## config.mk

```make
export PLATFORM = sky130hd
export DESIGN_NAME = monobit_monitor
export DESIGN_NICKNAME = d
export VERILOG_FILES = /design/src/rtl/monobit_pkg.sv /design/src/rtl/slice_popcount.sv /design/src/rtl/count_tree.sv /design/src/rtl/win_accum.sv /design/src/rtl/range_gate.sv /design/src/rtl/monobit_monitor.sv
export SDC_FILE = /design/constraint.sdc
export NUM_CORES = 1
export LEC_CHECK = 0
export BUFFER_PORTS_ARGS = -buffer_cell sky130_fd_sc_hd__buf_2
export CAP_MARGIN = 30
export CORE_ASPECT_RATIO = 0.8
export CORE_MARGIN = 10
export CORE_UTILIZATION = 40
export DETAILED_ROUTE_END_ITERATION = 10
export SLEW_MARGIN = 20
export SYNTH_ARGS = -nofsm -noshare
export SYNTH_HDL_FRONTEND = slang
export SYNTH_SLANG_ARGS = --single-unit
```

## constraint.sdc

```tcl
create_clock -name clk -period 5.7 [get_ports clk]
set_clock_uncertainty 0.1 [all_clocks]
set_input_delay 0.855 -clock clk [delete_from_list [all_inputs] [get_ports clk]]
set_output_delay 0.855 -clock clk [all_outputs]
set_load 0.01 [all_outputs]
```

## src/rtl/monobit_pkg.sv

```systemverilog
// Package: shared defaults and helpers for the monobit monitor.
// Assumes: callers pass a word width and a log2 window length that are
// consistent with the monitor instance they describe.
package monobit_pkg;

    localparam int DEF_DATA_W    = 128;
    localparam int DEF_SLICE_W   = 32;
    localparam int DEF_GRP_W     = 8;
    localparam int DEF_WIN_LOG2  = 8;
    localparam int DEF_HALF_BAND = 466;

    // Number of bits covered by one window.
    function automatic int window_bits(input int data_w, input int win_log2);
        return data_w << win_log2;
    endfunction

    // Lower limit of a symmetric band around the expected count.
    function automatic int band_lo(input int data_w, input int win_log2, input int half);
        return (window_bits(data_w, win_log2) / 2) - half;
    endfunction

    // Upper limit of a symmetric band around the expected count.
    function automatic int band_hi(input int data_w, input int win_log2, input int half);
        return (window_bits(data_w, win_log2) / 2) + half;
    endfunction

endpackage

```

## src/rtl/slice_popcount.sv

```systemverilog
// Module: slice_popcount
// Counts the one bits of one slice in two register stages. Stage one
// counts small groups of bits; stage two sums the group counts.
// Assumes: SLICE_W is a multiple of GRP_W. Pure datapath with no reset;
// the caller tracks validity alongside.
module slice_popcount #(
    parameter  int SLICE_W = 32,
    parameter  int GRP_W   = 8,
    localparam int NGRP    = SLICE_W / GRP_W,
    localparam int GRP_CW  = $clog2(GRP_W + 1),
    localparam int CNT_W   = $clog2(SLICE_W + 1)
) (
    input  logic               clk,
    input  logic [SLICE_W-1:0] bits,
    output logic [CNT_W-1:0]   count
);

    logic [NGRP-1:0][GRP_CW-1:0] grp_c;
    logic [NGRP-1:0][GRP_CW-1:0] grp_q;
    logic [CNT_W-1:0]            sum_c;

    // Count ones within each group of GRP_W bits.
    always_comb begin
        for (int g = 0; g < NGRP; g++) begin
            grp_c[g] = '0;
            for (int b = 0; b < GRP_W; b++) begin
                grp_c[g] = grp_c[g] + GRP_CW'(bits[g*GRP_W + b]);
            end
        end
    end

    // First stage: hold the group counts.
    always_ff @(posedge clk) begin
        grp_q <= grp_c;
    end

    // Add the group counts into the slice count.
    always_comb begin
        sum_c = '0;
        for (int g = 0; g < NGRP; g++) begin
            sum_c = sum_c + CNT_W'(grp_q[g]);
        end
    end

    // Second stage: hold the slice count.
    always_ff @(posedge clk) begin
        count <= sum_c;
    end

endmodule

```

## src/rtl/count_tree.sv

```systemverilog
// Module: count_tree
// Pipelined pairwise adder tree: one register level per halving, plus an
// output register. Latency is $clog2(NUM_IN)+1 cycles.
// Assumes: NUM_IN is a power of two and at least 2. The valid bit travels
// with the data and is the only state that is reset.
module count_tree #(
    parameter  int NUM_IN = 4,
    parameter  int IN_W   = 6,
    localparam int LV     = $clog2(NUM_IN),
    localparam int OUT_W  = IN_W + LV
) (
    input  logic                         clk,
    input  logic                         rst_n,
    input  logic [NUM_IN-1:0][IN_W-1:0]  in_cnt,
    input  logic                         in_vld,
    output logic [OUT_W-1:0]             sum,
    output logic                         out_vld
);

    logic [NUM_IN-1:0][OUT_W-1:0] node_q [LV];
    logic [LV:0]                  vld_sr;

    // Each level adds neighbouring pairs of the level below.
    always_ff @(posedge clk) begin
        for (int l = 0; l < LV; l++) begin
            for (int j = 0; j < NUM_IN; j++) begin
                if (j < (NUM_IN >> (l + 1))) begin
                    if (l == 0) begin
                        node_q[l][j] <= OUT_W'(in_cnt[2*j]) + OUT_W'(in_cnt[2*j+1]);
                    end else begin
                        node_q[l][j] <= node_q[l-1][2*j] + node_q[l-1][2*j+1];
                    end
                end else begin
                    node_q[l][j] <= '0;
                end
            end
        end
    end

    // Output register for the root sum.
    always_ff @(posedge clk) begin
        sum <= node_q[LV-1][0];
    end

    // Carry the valid bit alongside the tree levels.
    always_ff @(posedge clk) begin
        if (!rst_n) begin
            vld_sr <= '0;
        end else begin
            vld_sr <= {vld_sr[LV-1:0], in_vld};
        end
    end

    assign out_vld = vld_sr[LV];

endmodule

```

## src/rtl/win_accum.sv

```systemverilog
// Module: win_accum
// Adds per-word sums into a window total and counts valid words modulo
// 2**WIN_LOG2. On the last word of a window it presents the closed total
// for one cycle and restarts from zero.
// Assumes: ACC_W holds the largest possible window total.
module win_accum #(
    parameter int IN_W     = 8,
    parameter int ACC_W    = 16,
    parameter int WIN_LOG2 = 8
) (
    input  logic             clk,
    input  logic             rst_n,
    input  logic [IN_W-1:0]  word_sum,
    input  logic             word_vld,
    output logic [ACC_W-1:0] total,
    output logic             total_vld
);

    logic [ACC_W-1:0]    acc_q;
    logic [WIN_LOG2-1:0] word_cnt_q;
    logic [ACC_W-1:0]    acc_next;

    assign acc_next = acc_q + ACC_W'(word_sum);

    // Accumulate valid words and close the window on the count wrap.
    always_ff @(posedge clk) begin
        if (!rst_n) begin
            acc_q      <= '0;
            word_cnt_q <= '0;
            total      <= '0;
            total_vld  <= 1'b0;
        end else begin
            total_vld <= 1'b0;
            if (word_vld) begin
                word_cnt_q <= word_cnt_q + 1'b1;
                if (&word_cnt_q) begin
                    total     <= acc_next;
                    total_vld <= 1'b1;
                    acc_q     <= '0;
                end else begin
                    acc_q <= acc_next;
                end
            end
        end
    end

endmodule

```

## src/rtl/range_gate.sv

```systemverilog
// Module: range_gate
// Registers the verdict of a closed window: pass when the total lies
// strictly between the two bounds. The flag loads only when a total is
// presented; the done strobe marks that cycle.
// Assumes: bounds are stable around the window close.
module range_gate #(
    parameter int ACC_W = 16
) (
    input  logic             clk,
    input  logic             rst_n,
    input  logic [ACC_W-1:0] total,
    input  logic             total_vld,
    input  logic [ACC_W-1:0] lo,
    input  logic [ACC_W-1:0] hi,
    output logic             pass,
    output logic             done
);

    // Load the verdict at window close; otherwise hold it.
    always_ff @(posedge clk) begin
        if (!rst_n) begin
            pass <= 1'b1;
            done <= 1'b0;
        end else begin
            done <= total_vld;
            if (total_vld) begin
                pass <= (total > lo) && (total < hi);
            end
        end
    end

endmodule

```

## src/rtl/monobit_monitor.sv

```systemverilog
// Module: monobit_monitor (top)
// Streaming ones-count monitor: input register, per-slice two-stage
// population counters, pipelined adder tree, window accumulator and
// registered range check.
// Assumes: DATA_W is a power-of-two multiple of SLICE_W; the result is
// latency tolerant, so every stage is registered.
module monobit_monitor #(
    parameter  int DATA_W   = monobit_pkg::DEF_DATA_W,
    parameter  int SLICE_W  = monobit_pkg::DEF_SLICE_W,
    parameter  int GRP_W    = monobit_pkg::DEF_GRP_W,
    parameter  int WIN_LOG2 = monobit_pkg::DEF_WIN_LOG2,
    localparam int NSLICE   = DATA_W / SLICE_W,
    localparam int SLICE_CW = $clog2(SLICE_W + 1),
    localparam int TREE_LV  = $clog2(NSLICE),
    localparam int SUM_W    = SLICE_CW + TREE_LV,
    localparam int ACC_W    = $clog2(monobit_pkg::window_bits(DATA_W, WIN_LOG2) + 1),
    localparam int PIPE_LAT = 1 + 2 + (TREE_LV + 1) + 1 + 1
) (
    input  logic              clk,
    input  logic              rst_n,
    input  logic [DATA_W-1:0] in_data,
    input  logic              in_valid,
    input  logic [ACC_W-1:0]  bound_lo,
    input  logic [ACC_W-1:0]  bound_hi,
    output logic              pass,
    output logic              win_done
);

    logic [DATA_W-1:0]                 data_q;
    logic                              vld_q;
    logic [1:0]                        vld_pop;
    logic [NSLICE-1:0][SLICE_CW-1:0]   slice_cnt;
    logic [SUM_W-1:0]                  word_sum;
    logic                              word_vld;
    logic [ACC_W-1:0]                  win_total;
    logic                              win_total_vld;

    // Input stage: hold data and its valid bit.
    always_ff @(posedge clk) begin
        data_q <= in_data;
        if (!rst_n) begin
            vld_q <= 1'b0;
        end else begin
            vld_q <= in_valid;
        end
    end

    // One population counter per slice.
    for (genvar s = 0; s < NSLICE; s++) begin : g_slice
        slice_popcount #(
            .SLICE_W(SLICE_W),
            .GRP_W  (GRP_W)
        ) u_pop (
            .clk  (clk),
            .bits (data_q[s*SLICE_W +: SLICE_W]),
            .count(slice_cnt[s])
        );
    end

    // Valid bit across the two population-count stages.
    always_ff @(posedge clk) begin
        if (!rst_n) begin
            vld_pop <= '0;
        end else begin
            vld_pop <= {vld_pop[0], vld_q};
        end
    end

    count_tree #(
        .NUM_IN(NSLICE),
        .IN_W  (SLICE_CW)
    ) u_tree (
        .clk    (clk),
        .rst_n  (rst_n),
        .in_cnt (slice_cnt),
        .in_vld (vld_pop[1]),
        .sum    (word_sum),
        .out_vld(word_vld)
    );

    win_accum #(
        .IN_W    (SUM_W),
        .ACC_W   (ACC_W),
        .WIN_LOG2(WIN_LOG2)
    ) u_acc (
        .clk      (clk),
        .rst_n    (rst_n),
        .word_sum (word_sum),
        .word_vld (word_vld),
        .total    (win_total),
        .total_vld(win_total_vld)
    );

    range_gate #(
        .ACC_W(ACC_W)
    ) u_gate (
        .clk      (clk),
        .rst_n    (rst_n),
        .total    (win_total),
        .total_vld(win_total_vld),
        .lo       (bound_lo),
        .hi       (bound_hi),
        .pass     (pass),
        .done     (win_done)
    );

endmodule

```

; ---- Word-level counts from Yosys, hierarchy flattened
; Memories as Yosys holds them, arrays and structs flattened. A register that Yosys moved wholly into a read port is not among the register bits.
; Cells that the tools add are included.
; Widths: inputs -> output; s select.
[word_totals]
regBits = 265
ramBits = 30
out_inout_bits = 2
inputBits = 163
n_memories = 1
mem_bits_ro = 0
latchBits = 0
[mem_list]
columns = name, words, word_bits, rd, rd_ports_with_merged_regs, wr, line_no
row1 = u_tree.node_q, 2, 15, 2, 1, 2, count_tree.sv:20  ; logic [NUM_IN-1:0][OUT_W-1:0] node_q [LV];
[classes]
n_reduce_logical = 4
muxes = 2
n_bitwise = 0
multipliers = 0
n_eq_ne = 0
addsub = 129
magnitude_cmp = 2
div = 0
n_shift = 0
[op_table]
columns = op, count
row1 = $add 4x1->4, 96
row2 = $add 6x4->6, 8
row3 = $add 1x1->2, 16
row4 = $add 4x4->5, 4
row5 = $add 16x8->16, 1
row6 = $gt 16x16->1, 1
row7 = $lt 16x16->1, 1
row8 = $mux 16, 1
row9 = $add 6x6->7, 2
row10 = $reduce_and 9->1, 1
row11 = $add 8x1->8 const B, 1
row12 = $add 8x8->8, 1
row13 = $reduce_and 8->1, 1
row14 = $reduce_and 2->1, 1
row15 = $logic_and 1x1->1, 1
row16 = $mux 1, 1

; ---- Depth between registers and ports, before layout
; Gate-level depths: netlist of run 1.
[depth]
ltp_word = 7
ltp_mapped = 11
depth_no_buf = 11

; ---- Cells and area by module
; Synthesis of run 1 repeated with hierarchy kept, for this count alone.
[hier_totals]
cells_unflattened = 1193
hier_area_um2 = 13121.3
[modules_own_cells]
columns = mod, area_each_um2, instances, cells_each
row1 = slice_popcount, 1498.9, 4, 144
row2 = monobit_monitor, 2641.3, 1, 134
row3 = win_accum, 2209.6, 1, 244
row4 = count_tree, 1407.6, 1, 128
row5 = range_gate, 867.1, 1, 111

; ---- Least setup slack after synthesis of run 1
; OpenSTA, ideal clock, no wires.
[synth_timing]
path_type = reg-to-reg
from = reg data_q[72]
to = reg g_slice[2].u_pop.grp_q[6] (netlist bit)
synth_period_minus_slack_ns = 2.670
t_arrival_ns = 2.452
path_stages_with_launch = 9
slack_ns = 3.030
path_buffers = 0
cell_sequence = dfxtp_1 > ha_1 > inv_1 > fa_1 > fa_1 > inv_1 > fa_1 > fa_1 > xor2_1
[synth_rtl]
columns = item, line_no
row1 = start: declaration, monobit_monitor.sv:29  ; logic [DATA_W-1:0] data_q;
row2 = start signal: assignment, monobit_monitor.sv:40  ; data_q <= in_data;
row3 = end signal: assignment, slice_popcount.sv:34  ; grp_q <= grp_c;
row4 = end: declaration, slice_popcount.sv:19  ; logic [NGRP-1:0][GRP_CW-1:0] grp_q;

==> flow_results.org, run 1 <==
** Run status
- Run status :: finished, final reports clean

** Synthesis
- Top area cells in the synthesized netlist :: dfxtp_1, fa_1, ha_1, inv_1, xnor2_1
- Async S/R FF share, synth :: 0
- In this run the cell area of the synthesized design comes to 13180 µm².
- Number of distinct library cell variants in the gate-level netlist after synthesis :: 53
- The synthesized design contains 295 register bits.
- Top FF cell, synth :: dfxtp_1
- The share of synthesized area in the top cell type comes to 0.4481.
- In this run, synthesis inferred 0 flip-flops with an integrated enable.
- Net count after synthesis :: 1633
- Library cell occupying the most area in the post-synthesis netlist :: dfxtp_1
- Dividing the synthesized area by the synthesized cell count gives 10.64 µm².
- For this run, the register share of the synthesized area comes to 0.4481.
- Gate count after technology mapping :: ~1200
- The Yosys step of the flow raised 0 warnings.

** Cells and area
- Final net count :: 1810
- Most common cell after layout, fill and taps aside :: inv_1
- Once layout is complete, the utilization of the core stands at 0.4774.
- Highest-count cells in the layout ignoring fill and taps :: inv_1, dfxtp_1, buf_2
- Area growth, synth to finish :: 17.65%
- Count of antenna diodes in the layout :: 0
- Share of layout cells above drive strength 1 :: 0.1561
- Post-route cell area :: 15500 µm²

** GRT
- Entering global routing, the biggest net connects 44 pins.
- Number of global-route vias before repair :: approximately 8700
- Grt total ovfl :: 0
- In the global route stage, overall resource usage came out at 0.1108.
- The number of antenna violations at the first check in global routing is 0.
- The first global-routing pass estimated 39.16 mm of wire.

** Timing
- Adding up every negative setup slack in the final design gives 0 ns.
- For this run, the top clock speed supported by timing is about 0.37 GHz.
- The count of pins over their slew limit is 0.
- Setup slack after layout :: 2.963 ns
- Headroom to the max-slew limit came out at 0.4799.
- Period utilisation layout :: 0.4801
- The smallest clock period supported by the final layout is computed as 2.737 ns.
- Number of hold-slack violations in the final timing report :: 0
- Least-Margin Pin Slew :: 0.7778 ns
- Setup repair after global routing missed its margin :: no
- Setup violations remaining at the end of the flow were counted as 0.

** Setup path
- The worst register-to-register path has a depth of 7.
- The critical path starts at data_q[96]$_DFF_P_.
- Crit path arrival time :: a little over 3 ns
- Launch instance of the worst register-to-register path :: data_q[96]$_DFF_P_
- STA classifies the critical path endpoint as a flop.
- Worst reg-to-reg setup slack :: 2.96 ns
- Reg2reg end :: g_slice[3].u_pop.grp_q[2]$_DFF_P_
- Class of the most critical setup path :: flop to flop
- Required time at the endpoint of the critical path :: 6.04 ns
- Crit start category :: flop
- Highest net fanout along the worst path :: 2

** Min path
- Endpoint, Worst Hold :: u_tree.sum[1]$_DFF_P_
- In this run the worst hold path is classified as flop to flop.
- The startpoint identified for the worst hold timing path is u_tree.node_q[1][1]$_DFF_P_.
- The worst hold path was traced through 0 stages.

** Floorplanning
- Number of core rows :: 59
- Chip Width :: 222.9 µm
- Number of top-level pins :: ~170
- Initial standard-cell utilization of the core :: 0.4057
- Die span in y :: 182.4 µm
- Core area :: about 32000 µm²
- Total Die Area :: approximately 40000 µm²

** CTS
- Post CTS Setup Buffer Count :: 0
- The tree is rooted in a clkbuf_16.
- Number of hold-repair buffers added at the cts stage :: 0
- Clock latency on the worst-skew pair :: roughly 0.56 ns
- Clk sink count :: about 300
- Clock tree synthesis inserted a total of 31 buffers.
- After clock tree synthesis, the clock-pin slew on the worst setup and hold paths is 0.06 ns.
- CTS H-tree depth :: 1
- Clock tree from TritonCTS :: yes
- After clock tree synthesis, the repair step resized 0 gates.
- Worst-case clock buffer depth :: 3

** Routing
- Detailed routing inserted a total of a little over 8000 vias.
- Detailed-route DRC error count :: 0
- For this block, the initial DRC count from the detailed router was 264.
- Vias per cell :: approximately 4.4
- WL/cell :: roughly 12 µm
- For this run, the detailed router's first-pass iteration total came to 4.
- Number of nets with antenna violations after routing :: 0
- Routed WL :: 22.43 mm

** Placement
- Detailed Place HPWL :: 17.77 mm
- Placed inst area :: roughly 14000 µm²
- Dpl ws :: 2.434 ns
- At the end of routability-driven placement, the weighted congestion stood at roughly 0.8.
- Number of input and output port buffers inserted :: 164

** Power and ir drop
- For this design the ratio of total power to cell area is about 470 nW/µm².
- Static leakage :: between 7 and 8 nW
- Highest ir drop seen on vdd :: 0.0002457 V

** Run
- Max-cap violations in this run came to 0.
[worst max-delay path by stage]
| stage | to | cells after the start |
|---|---|---|
| 2_1_floorplan | g_slice[2].u_pop.grp_q[6]$_DFF_P_ | 8 |
| 3_3_place_gp | u_acc.acc_q[15]$_SDFFE_PN0P_ | 5 |
| 3_5_place_dp | u_acc.acc_q[13]$_SDFFE_PN0P_ | 5 |
| 4_1_cts | g_slice[3].u_pop.grp_q[2]$_DFF_P_ | 7 |
| 5_1_grt | g_slice[1].u_pop.grp_q[13]$_DFF_P_ | 9 |
| 6_report | g_slice[3].u_pop.grp_q[2]$_DFF_P_ | 7 |
[registers in the layout (all words and copies together) (netlist names), 2 cells and up]
name,flops
u_tree.vld_sr,3
u_acc.word_cnt_q,8
vld_pop,2
g_slice.u_pop.grp_q,64
u_acc.total,16
u_tree.sum,8
u_tree.node_q,22
data_q,128
g_slice.u_pop.count,24
u_acc.acc_q,16
[synth_stat cells, types with 6 or more instances]
cell type,instances
a211oi_1,7
a21o_1,26
a21oi_1,56
and2_1,10
clkbuf_1,14
dfxtp_1,295
fa_1,92
ha_1,139
inv_1,298
nand2_1,30
nand3_1,30
nand4_1,15
nor2_1,30
nor2b_1,21
nor3_1,10
o211ai_1,10
o21a_1,9
o21ai_0,15
or3_1,6
or4_1,6
xnor2_1,33
xor2_1,23
[routing by layer]
metal  GRT usage  wire length [µm]  vias to the layer above
met5           0                 0                        -
li1            -                 -                     4276
met2      0.1802              9881                      139
met4     0.03184               582                        0
met1      0.1439             10820                     3699
met3     0.02619              1149                       40
[through the flow]
stage	total power, W	std cells	hold WS, ns
floorplan	0.004738	1239	0.2096
global placement	0.005279	1808	0.2112
detailed placement	0.005361	1809	0.2121
CTS	0.007439	1867	0.2286
global route	0.008003	1868	0.2386
finish	0.007287	1868	0.2261
[worst max-delay path, stage by stage (launching register included)]
cell and delay, ns:
dfxtp_1 0.30, ha_1 0.28, inv_1 0.07, fa_1 0.43, fa_1 0.48, fa_1 0.43, fa_1 0.39, xnor2_1 0.14
[final cells by class]
type	count	area, µm²
clock buffer	40	869.6
clock inverter	18	183.9
fill	3007	16980
inverter	299	1122
multi-input combinational	623	6048
sequential	295	5906
tap	427	534.3
timing repair buffer	166	840.8
[logic make-up (layout without fill, tap and decap cells)]
| kind of cell | Yosys count | in the layout | share of synthesized area |
|---|---|---|---|
| AND/OR/NAND/NOR | 175 | 175 | 0.06969 |
| multiplexers | 1 | 1 | 0.0007595 |
| flip-flops | 295 | 295 | 0.4481 |
| adder cells (fa/ha/maj) | 231 | 231 | 0.2717 |
| AO/OA/AOI/OAI | 160 | 160 | 0.07956 |
| buffers and inverters | 321 | 523 | 0.09295 |
| XOR/XNOR | 56 | 56 | 0.03722 |
[power breakdown]
group          total [W]  internal [W]  switching, W
Clock            0.00203       0.00121      0.000816
Combinational    0.00258       0.00123       0.00134
Sequential       0.00268       0.00252      0.000159
Total            0.00729       0.00497       0.00232
Note: power is estimated with default switching activity, not from simulation.
==> run 2, diff against run 1 <==
==> constraint.sdc (replaced) <==
create_clock -name clk -period 2.54 [get_ports clk]
set_clock_uncertainty 0.1 [all_clocks]
set_input_delay 0.381 -clock clk [delete_from_list [all_inputs] [get_ports clk]]
set_output_delay 0.381 -clock clk [all_outputs]
set_load 0.01 [all_outputs]
==> run 2 against run 1 <==
Against the previous run: the run now ends with negative setup slack left; clock-buffer cell count increased by 7; global-route usage increased by 1.2 points; die area unchanged; critical endpoint is now g_slice[3].u_pop.grp_q[1]$_DFF_P_; fmax rose by 1.3%; setup slack worse by 3.1 ns; cell count up 8.0%; sequential share of layout area is 3.8 points lower; critical path depth unchanged; utilization up 5.7 points; highest routed layer unchanged.
==> flow_results.org, run 2 (synthesis gave the netlist of run 1 again) <==
** Power and ir drop
- Logic pwr share :: 0.407
- Sw Share :: 0.3227
- Internal power :: ~0.012 W
- The share of total power dissipated in the clock network is 0.246.
- PD cells :: slightly above 1000 nW/µm²
- Highest ir drop seen on vdd :: 0.0005001 V
- Summed over all nets, the switching power comes to 0.005652 W.
- Total power for the finished layout comes to 0.01752 W.
- Proportion of power drawn by flip-flops and latches :: 0.347
- Static leakage :: 8.428 nW

** Routing
- The final layout contains routed wiring with a total length of 25.52 mm.
- Violation count after the first detailed-routing iteration :: 252
- The detail route stage leaves a number of antenna-violating nets equal to 0.
- Detailed-route DRC error count :: 0
- Detailed routing inserted a total of 8766 vias.
- Number of iterations in the first detailed-routing pass :: 7
- Dividing the detail-routed via count by the number of cells gives 4.346.
- WL/cell :: 12.65 µm

** Cells and area
- The finished cells cover 17350 µm².
- Number of fill cells in the layout :: 2789
- Post-route core utilization :: 0.5342
- Most flops, register :: data_q
- Final net count :: roughly 2000
- Top Registers :: data_q: 128 flops, g_slice.u_pop.grp_q: 64 flops, g_slice.u_pop.count: 24 flops
- Excluding fillers, the count of instances in the completed layout stands at 2017.
- Count of antenna diodes in the layout :: 0
- Share of layout cells above drive strength 1 :: 0.2453
- Relative to the synthesized area, the layout overhead comes to 31.67%.
- Most common cell after layout, fill and taps aside :: dfxtp_1
- The register with the most flip-flops in the layout has 128 of them.
- The top cell types in the final layout, fill and taps aside, are dfxtp_1, inv_1, buf_2.

** Setup path
- Category of the worst setup path capture point :: flop
- Class of the most critical setup path :: flop to flop
- Crit path arrival time :: 3.05 ns
- Required time at the endpoint of the critical path :: 2.88 ns
- Highest net fanout along the worst path :: 2
- STA classifies the critical path startpoint as a flop.

** Timing
- Dividing the final minimum period by the clock period gives 1.063.
- Headroom to the max-slew limit came out at 0.6884.
- After layout, the worst setup slack is -0.1609 ns.
- Final period demand of the worst path :: 2.701 ns
- Total count of max-transition violations in the final report :: 0
- Setup violation total in the final timing report :: 28
- Setup repair after global routing missed its margin :: yes
- The final-report hold violation count was 0.
- Highest attainable clock frequency :: roughly 0.37 GHz
- At the pin with the least slew margin, the transition time is 0.4639 ns.

** Placement
- Number of input and output port buffers inserted :: 164
- Detailed placement ended at an HPWL of around 18 mm.
- Routability-driven placement finished with a final weighted congestion of ~0.82.
- In this run the cell area measured after placement is 14590 µm².
- Counting tap cells, the placed design contains a total of 1820 instances.

** Floorplanning
- The die is ~180 µm tall.
- After floorplanning, the core was divided into 59 placement rows.
- For this configuration, the core starts out at a cell density of 0.4057.
- Total Die Area :: 40650 µm²
- Number of top-level pins :: around 170
- The die is 222.9 µm wide.
- Core area :: approximately 32000 µm²

** CTS
- At the later pin of the worst-skew pair, clock insertion delay measures ~0.56 ns.
- Cell at the root of the clock tree :: clkbuf_16
- In this run the number of H-tree levels came out at 1.
- Clock tree from TritonCTS :: yes
- Clock transition at the registers of the reported paths :: 0.06 ns
- The tree built by TritonCTS fans out to slightly below 300 sinks.
- Cts bufs inserted :: 31
- In this run the deepest clock path goes through 3 buffers.

** GRT
- Antenna violations before repair :: 0
- The via count of the first global-routing pass was ~9300.
- In the global route stage, overall resource usage came out at 0.1233.
- Grt total ovfl :: 0
- Global-route wire length before repair :: 43.13 mm
- Entering global routing, the biggest net connects 42 pins.

** Run status
- Run status :: complete, but fails checks
- Violations in the final reports :: negative setup slack

** Run
- The tool flagged a number of max-cap violations equal to 0.

** Min path
- The tightest min-delay check is of the flop to flop type.
-- run 2: path summary, 6_finish.rpt --
| path | cells after the start | to | start | slack (ns) |
|---|---|---|---|---|
| worst min register to register | 0 | u_tree.sum[3]$_DFF_P_ | u_tree.node_q[1][3]$_DFF_P_ | 0.22 |
| worst max-delay path | 7 | g_slice[3].u_pop.grp_q[1]$_DFF_P_ | data_q[97]$_DFF_P_ | -0.16 |
| worst max register to register | 7 | g_slice[3].u_pop.grp_q[1]$_DFF_P_ | data_q[97]$_DFF_P_ | -0.16 |
| worst min-delay path | 0 | u_tree.sum[3]$_DFF_P_ | u_tree.node_q[1][3]$_DFF_P_ | 0.22 |
-- run 2: final cells by class --
cell class              count  area (µm²)  area share
well taps                 427       534.3     0.03079
flip-flops and latches    295        5947      0.3427
clock inverters             9       82.58    0.004759
inverters                 299        1125     0.06482
repair buffers            317        2303      0.1327
multi-input cells         623        6465      0.3726
clock buffers              47       895.9     0.05163
-- run 2: through the flow --
step / hold WS, ns / setup WS, ns / TNS (ns)
6_report: 0.2206 / -0.1609 / -2.379
2_1_floorplan: 0.2096 / -0.03850 / -0.4246
3_3_place_gp: 0.2110 / -0.07238 / -1.735
5_1_grt: 0.2359 / -0.2013 / -5.183
4_1_cts: 0.2017 / -0.1436 / -2.384
3_5_place_dp: 0.2121 / -0.1326 / -3.164
-- run 2: metal layers --
layer / up-vias / global-route usage / part of all wire
met5: - / 0 / 0
met4: 0 / 0.03157 / 0.022
met3: 38 / 0.02779 / 0.053
met2: 172 / 0.2100 / 0.47
met1: 3983 / 0.1543 / 0.45
li1: 4573 / - / -
-- run 2: worst max-delay path, stage by stage (launching register included) --
cell and delay (ns):
dfxtp_2 0.33, ha_4 0.26, inv_2 0.03, fa_1 0.51, fa_1 0.45, fa_2 0.37, fa_2 0.53, inv_1 0.04
-- run 2: power by group through the flow --
stage / Clock, W / Sequential, W / Combinational, W
final: 0.00431 / 0.00608 / 0.00713
after global routing: 0.00463 / 0.00618 / 0.00835
after CTS: 0.00445 / 0.00605 / 0.00672
after detailed placement: 0 / 0.00614 / 0.00623
after global placement: 0 / 0.00614 / 0.00601
after floorplan: 0 / 0.00600 / 0.00475
-- run 2: timing repair --
| action | in CTS | in global routing |
|---|---|---|
| pin swaps | 25 | 26 |
| gates resized for setup | 36 | 89 |
| hold endpoints to repair | 129 | 0 |
| setup buffers | 5 | 7 |
| endpoints found under the setup margin | 44 | 48 |
| hold buffers | 129 | 0 |
